## src/rtl/rxt_pkg.sv

```systemverilog
package rxt_pkg;
  // Action the mode controller requests from the counter in one cycle.
  typedef enum logic [1:0] {
    OP_NONE = 2'd0,  // count on tick if running
    OP_LOAD = 2'd1,  // load preload and run
    OP_HALT = 2'd2,  // stop running, clear ready
    OP_ARM  = 2'd3   // enter timeout mode: stop, clear ready, wait for data
  } rxt_op_e;
endpackage

```

## src/rtl/rxt_mode_ctrl.sv

```systemverilog
module rxt_mode_ctrl
  import rxt_pkg::*;
(
  input  logic    clk,
  input  logic    rst,
  input  logic    cmd_start,
  input  logic    cmd_stop,
  input  logic    cmd_tmo_on,
  input  logic    cmd_tmo_off,
  input  logic    rx_xfer,
  output rxt_op_e op,
  output logic    tmo_mode
);
  // Mode register: arming has priority over disarming.
  always_ff @(posedge clk) begin
    if (rst)              tmo_mode <= 1'b0;
    else if (cmd_tmo_on)  tmo_mode <= 1'b1;
    else if (cmd_tmo_off) tmo_mode <= 1'b0;
  end

  // Command decode uses the mode held before this edge.
  always_comb begin
    op = OP_NONE;
    if (cmd_tmo_on)
      op = OP_ARM;
    else if (tmo_mode) begin
      if (rx_xfer) op = OP_LOAD;
    end else begin
      if (cmd_start)     op = OP_LOAD;
      else if (cmd_stop) op = OP_HALT;
    end
  end
endmodule

```

## src/rtl/rxt_down_counter.sv

```systemverilog
module rxt_down_counter
  import rxt_pkg::*;
#(
  parameter int CNT_W = 16
) (
  input  logic             clk,
  input  logic             rst,
  input  rxt_op_e          op,
  input  logic [CNT_W-1:0] preload,
  input  logic             tick,
  output logic [CNT_W-1:0] count,
  output logic             ready
);
  localparam logic [CNT_W-1:0] ONE = CNT_W'(1);

  logic running;

  always_ff @(posedge clk) begin
    if (rst) begin
      count   <= '0;
      ready   <= 1'b0;
      running <= 1'b0;
    end else begin
      unique case (op)
        OP_ARM, OP_HALT: begin
          running <= 1'b0;
          ready   <= 1'b0;
        end
        OP_LOAD: begin
          count   <= preload;
          running <= 1'b1;
        end
        default: begin
          if (running && tick) begin
            if (count == ONE) begin
              ready <= 1'b1;
              count <= preload;
            end else begin
              count <= count - ONE;
            end
          end
        end
      endcase
    end
  end
endmodule

```

## src/rtl/rx_idle_timer.sv

```systemverilog
module rx_idle_timer
  import rxt_pkg::*;
#(
  parameter int CNT_W = 16
) (
  input  logic             clk,
  input  logic             rst,
  input  logic [CNT_W-1:0] preload,
  input  logic             tick,
  input  logic             cmd_start,
  input  logic             cmd_stop,
  input  logic             cmd_tmo_on,
  input  logic             cmd_tmo_off,
  input  logic             rx_xfer,
  output logic             ready,
  output logic [CNT_W-1:0] count
);
  rxt_op_e op;
  logic    tmo_mode;

  rxt_mode_ctrl u_ctrl (
    .clk        (clk),
    .rst        (rst),
    .cmd_start  (cmd_start),
    .cmd_stop   (cmd_stop),
    .cmd_tmo_on (cmd_tmo_on),
    .cmd_tmo_off(cmd_tmo_off),
    .rx_xfer    (rx_xfer),
    .op         (op),
    .tmo_mode   (tmo_mode)
  );

  rxt_down_counter #(.CNT_W(CNT_W)) u_cnt (
    .clk    (clk),
    .rst    (rst),
    .op     (op),
    .preload(preload),
    .tick   (tick),
    .count  (count),
    .ready  (ready)
  );

  // arming always leaves the flag clear
  a_r5_arm_clears: assert property (@(posedge clk) disable iff (rst)
    cmd_tmo_on |=> !ready);

  // a receive transfer in timeout mode loads the preload value
  a_r7_xfer_reload: assert property (@(posedge clk) disable iff (rst)
    (tmo_mode && rx_xfer && !cmd_tmo_on) |=> count == $past(preload));

  // start is ignored while timeout mode is on
  a_r6_start_locked: assert property (@(posedge clk) disable iff (rst)
    (tmo_mode && cmd_start && !rx_xfer && !cmd_tmo_on && !tick)
      |=> $stable(count));

  // leaving timeout mode keeps a pending flag
  a_r8_off_keeps_ready: assert property (@(posedge clk) disable iff (rst)
    (cmd_tmo_off && !cmd_tmo_on && ready) |=> ready);

  // a normal-mode stop clears the flag
  a_r4_stop_clears: assert property (@(posedge clk) disable iff (rst)
    (!tmo_mode && cmd_stop && !cmd_start && !cmd_tmo_on) |=> !ready);

  // the flag only rises on a tick that found the count at 1
  a_r3_expiry_source: assert property (@(posedge clk) disable iff (rst)
    $rose(ready) |-> ($past(tick) && $past(count) == CNT_W'(1)));
endmodule

```

## config.mk

```make
export PLATFORM = sky130hd
export DESIGN_NAME = rx_idle_timer
export DESIGN_NICKNAME = d
export VERILOG_FILES = /design/src/rtl/rxt_pkg.sv /design/src/rtl/rxt_mode_ctrl.sv /design/src/rtl/rxt_down_counter.sv /design/src/rtl/rx_idle_timer.sv
export SDC_FILE = /design/constraint.sdc
export NUM_CORES = 1
export LEC_CHECK = 0
export ABC_AREA = 1
export BUFFER_PORTS_ARGS = -buffer_cell sky130_fd_sc_hd__buf_2
export CELL_PAD_IN_SITES_DETAIL_PLACEMENT = 1
export CELL_PAD_IN_SITES_GLOBAL_PLACEMENT = 1
export CORE_ASPECT_RATIO = 1.5
export CORE_MARGIN = 10
export CORE_UTILIZATION = 35
export CTS_CLUSTER_DIAMETER = 120
export DETAILED_ROUTE_END_ITERATION = 10
export PLACE_DENSITY_LB_ADDON = 0.3
export SLEW_MARGIN = 25
export SYNTH_ARGS = -nofsm -noshare
export SYNTH_HDL_FRONTEND = slang
export SYNTH_SLANG_ARGS = --single-unit
```

## constraint.sdc

```tcl
create_clock -name clk -period 1.97 [get_ports clk]
set_clock_uncertainty 0.15 [all_clocks]
set_input_delay 0.394 -clock clk [delete_from_list [all_inputs] [get_ports clk]]
set_output_delay 0.394 -clock clk [all_outputs]
set_load 0.02 [all_outputs]
```

==> impl_metrics.py <==
metrics = {
    "run_status": {
        "status": "finished clean",
    },
    "finish": {
        "instances_no_fill": 326,
        "multi_input_area_um2": 874.6,
        "fill_cells": 593,
        "area_growth_pct": 18.88,
        "fin_util": 0.4339,
        "design_area_um2": 1733,
        "antenna_cells": 0,
        "seqCellArea_um2": 380.4,
        "layout_common_cells": "nand2_1, buf_2, inv_1",
        "mostFrequentLayoutCell": "nand2_1",
        "nets": 308,
        "layout-drive-gt1-share": 0.2349,
    },
    "place": {
        "hpwlAfterDp_um": 3605,
        "io_buffer_count": 40,
        "pre_cts_ws_ns": 0.2614,
        "placedInstanceArea_um2": 1688,
        "place_inst": 322,
        "gp_congestion": 0.7937,
    },
    "route": {
        "wire_per_inst_um": 13.60,
        "routed_via_density": 4.883,
        "drc_errors": 0,
        "antenna_left": 0,
        "vias": 1592,
        "initialDrtViolationCount": 43,
        "first_pass_iters": 3,
        "drt_wl_total_um": 4432,
    },
    "synthesis": {
        "synth_top_family_by_area": "simple AND/OR/NAND/NOR gates",
        "synth_nets": 265,
        "yosys.cell_types.count": 27,
        "synthSimpleGateAreaFrac": 0.4532,
        "synth_edf_count": 0,
        "synth_compound_area_frac": 0.1116,
        "synthesis.area_um2": 1458,
        "synth.avg_cell_area_um2": 6.099,
        "syn_inst": 239,
        "ys_seq_area_frac": 0.2609,
        "synth_warnings": 0,
        "synth_flop_cell": "dfxtp_1",
        "synth_xor_area_frac": 0.01803,
        "synth_mux_area_frac": 0,
        "ys_async_sr_fraction": 0,
        "synthAdderAreaFrac": 0.01717,
        "ys_ff_latch": 19,
    },
    "sta": {
        "period_share": 0.8738,
        "layout_setup_ws_ns": 0.2485,
        "rsz0062_at_grt": "no",
        "fmax_mhz": 580.9,
        "min_period_ns": 1.721,
        "drv_slew": 0,
        "fin_tns_setup_ns": 0,
        "worstMarginPinSlew_ns": 0.3733,
        "slew-limit-headroom": 0.7511,
        "setup_violations": 0,
        "hold_viol": 0,
    },
    "grt": {
        "antenna_found_initial": 0,
        "grt_max_degree": 19,
        "gr-total-overflow": 0,
        "grt_pass1_vias": 1747,
        "grt_pass1_wl_um": 7700,
        "track_usage": 0.1292,
    },
    "floorplanning": {
        "die_w_um": 72.69,
        "ios": 41,
        "dieArea_um2": 7199,
        "num_rows": 28,
        "die_h_um": 99.04,
        "start_util": 0.3650,
        "coreArea_um2": 3994,
    },
    "cts": {
        "cts_resized": 0,
        "numCtsBuffers": 3,
        "cts_root_buf": "clkbuf_8",
        "cts_hold_buffers": 0,
        "h-tree-depth": 1,
        "cts_buffer_depth": 2,
        "cts_setup_buffers": 0,
        "cts.sinks": 19,
        "cts_tree": "built",
        "cts.clk_slew.worst_paths_ns": 0.08,
        "clk-insertion-delay-late_ns": 0.26,
    },
    "power": {
        "ir_drop_mv": 0.3551,
        "powerDensity_nw_per_um2": 744.7,
        "power_leakage_uw": 0.0009434,
    },
    "run": {
        "maxCapViolCount": 0,
    },
    "setup_path": {
        "crit_path_max_fanout": 5,
        "worstSetupPathType": "register to register",
        "crit_required_ns": 2.01,
        "cp.arrival_ns": 1.76,
        "startpoint_type": "register",
        "endpoint_kind": "register",
    },
    "min_path": {
        "hold_class": "input pin to register",
    },
}
[worst max-delay path, cell delays in order, from the launching register on]
cell and delay [ns]:
dfxtp_1 0.34, inv_1 0.14, ha_1 0.24, nand2_1 0.12
nor2_1 0.23, nand2_1 0.09, nand2_1 0.06, nand2_1 0.04
nand2_1 0.05, nand3_1 0.06, a21oi_1 0.13
[synth_stat cells, types with 2 or more instances]
cell type	n	area, um^2
nor2_2	2	12.51
nand2_2	2	12.51
dfxtp_1	19	380.4
a21oi_2	3	26.28
ha_1	2	25.02
clkbuf_1	2	7.510
a21oi_1	14	70.07
o21ai_0	3	15.01
inv_1	38	142.6
nand3_2	2	20.02
nor2_4	3	33.78
nand2_1	77	289.0
buf_6	3	33.78
nand3_1	28	140.1
nand2_4	2	22.52
nor2_1	26	97.59
xnor2_1	3	26.28
[flip-flops by register name (all words and copies together), names as in the netlist]
signal           cells
u_cnt.count         16
u_cnt.ready          1
u_cnt.running        1
u_ctrl.tmo_mode      1
[per-stage QoR]
step	total power, uW	hold WS [ns]
finish	1291	0.2361
global route	1405	0.2488
CTS	1316	0.2348
detailed placement	1024	0.3162
global placement	1010	0.3116
floorplan	884.1	0.2950
[power by group]
part	switching, uW	internal [uW]	total, uW
logic	356	203	560
clock network	142	144	286
registers	34.7	410	445
[final cells by class]
| cell class | count | share of cell area |
|---|---|---|
| Multi-Input combinational cell | 175 | 0.5047 |
| Inverter | 39 | 0.08448 |
| Clock buffer | 4 | 0.02599 |
| Tap cell | 45 | 0.03249 |
| Sequential cell | 19 | 0.2195 |
| Timing Repair Buffer | 44 | 0.1329 |
[per-layer routing]
metal / global-route usage / up-vias / share of wire
li1: - / 818 / -
met4: 0.04985 / 0 / 0.017
met2: 0.2497 / 19 / 0.57
met1: 0.1243 / 748 / 0.39
met3: 0.02912 / 7 / 0.032
met5: 0 / - / 0
[worst paths after layout]
path / from / to / slack (ns) / cells past startpoint
worst min register to register: u_cnt.ready$_SDFFE_PP0P_ / u_cnt.ready$_SDFFE_PP0P_ / 0.33 / 2
worst max-delay path: u_cnt.count[0]$_SDFFE_PP0P_ / u_cnt.count[12]$_SDFFE_PP0P_ / 0.25 / 10
worst max register to register: u_cnt.count[0]$_SDFFE_PP0P_ / u_cnt.count[12]$_SDFFE_PP0P_ / 0.25 / 10
worst min-delay path: cmd_tmo_on / u_ctrl.tmo_mode$_SDFFE_PP0P_ / 0.24 / 3
[cells by family after synthesis]
family                   Yosys count
AO/OA/AOI/OAI                     25
XOR/XNOR                           3
adder cells (fa/ha/maj)            2
buffers and inverters             45
flip-flops                        19
AND/OR/NAND/NOR                  145
Power figures use the tool's default switching activity.
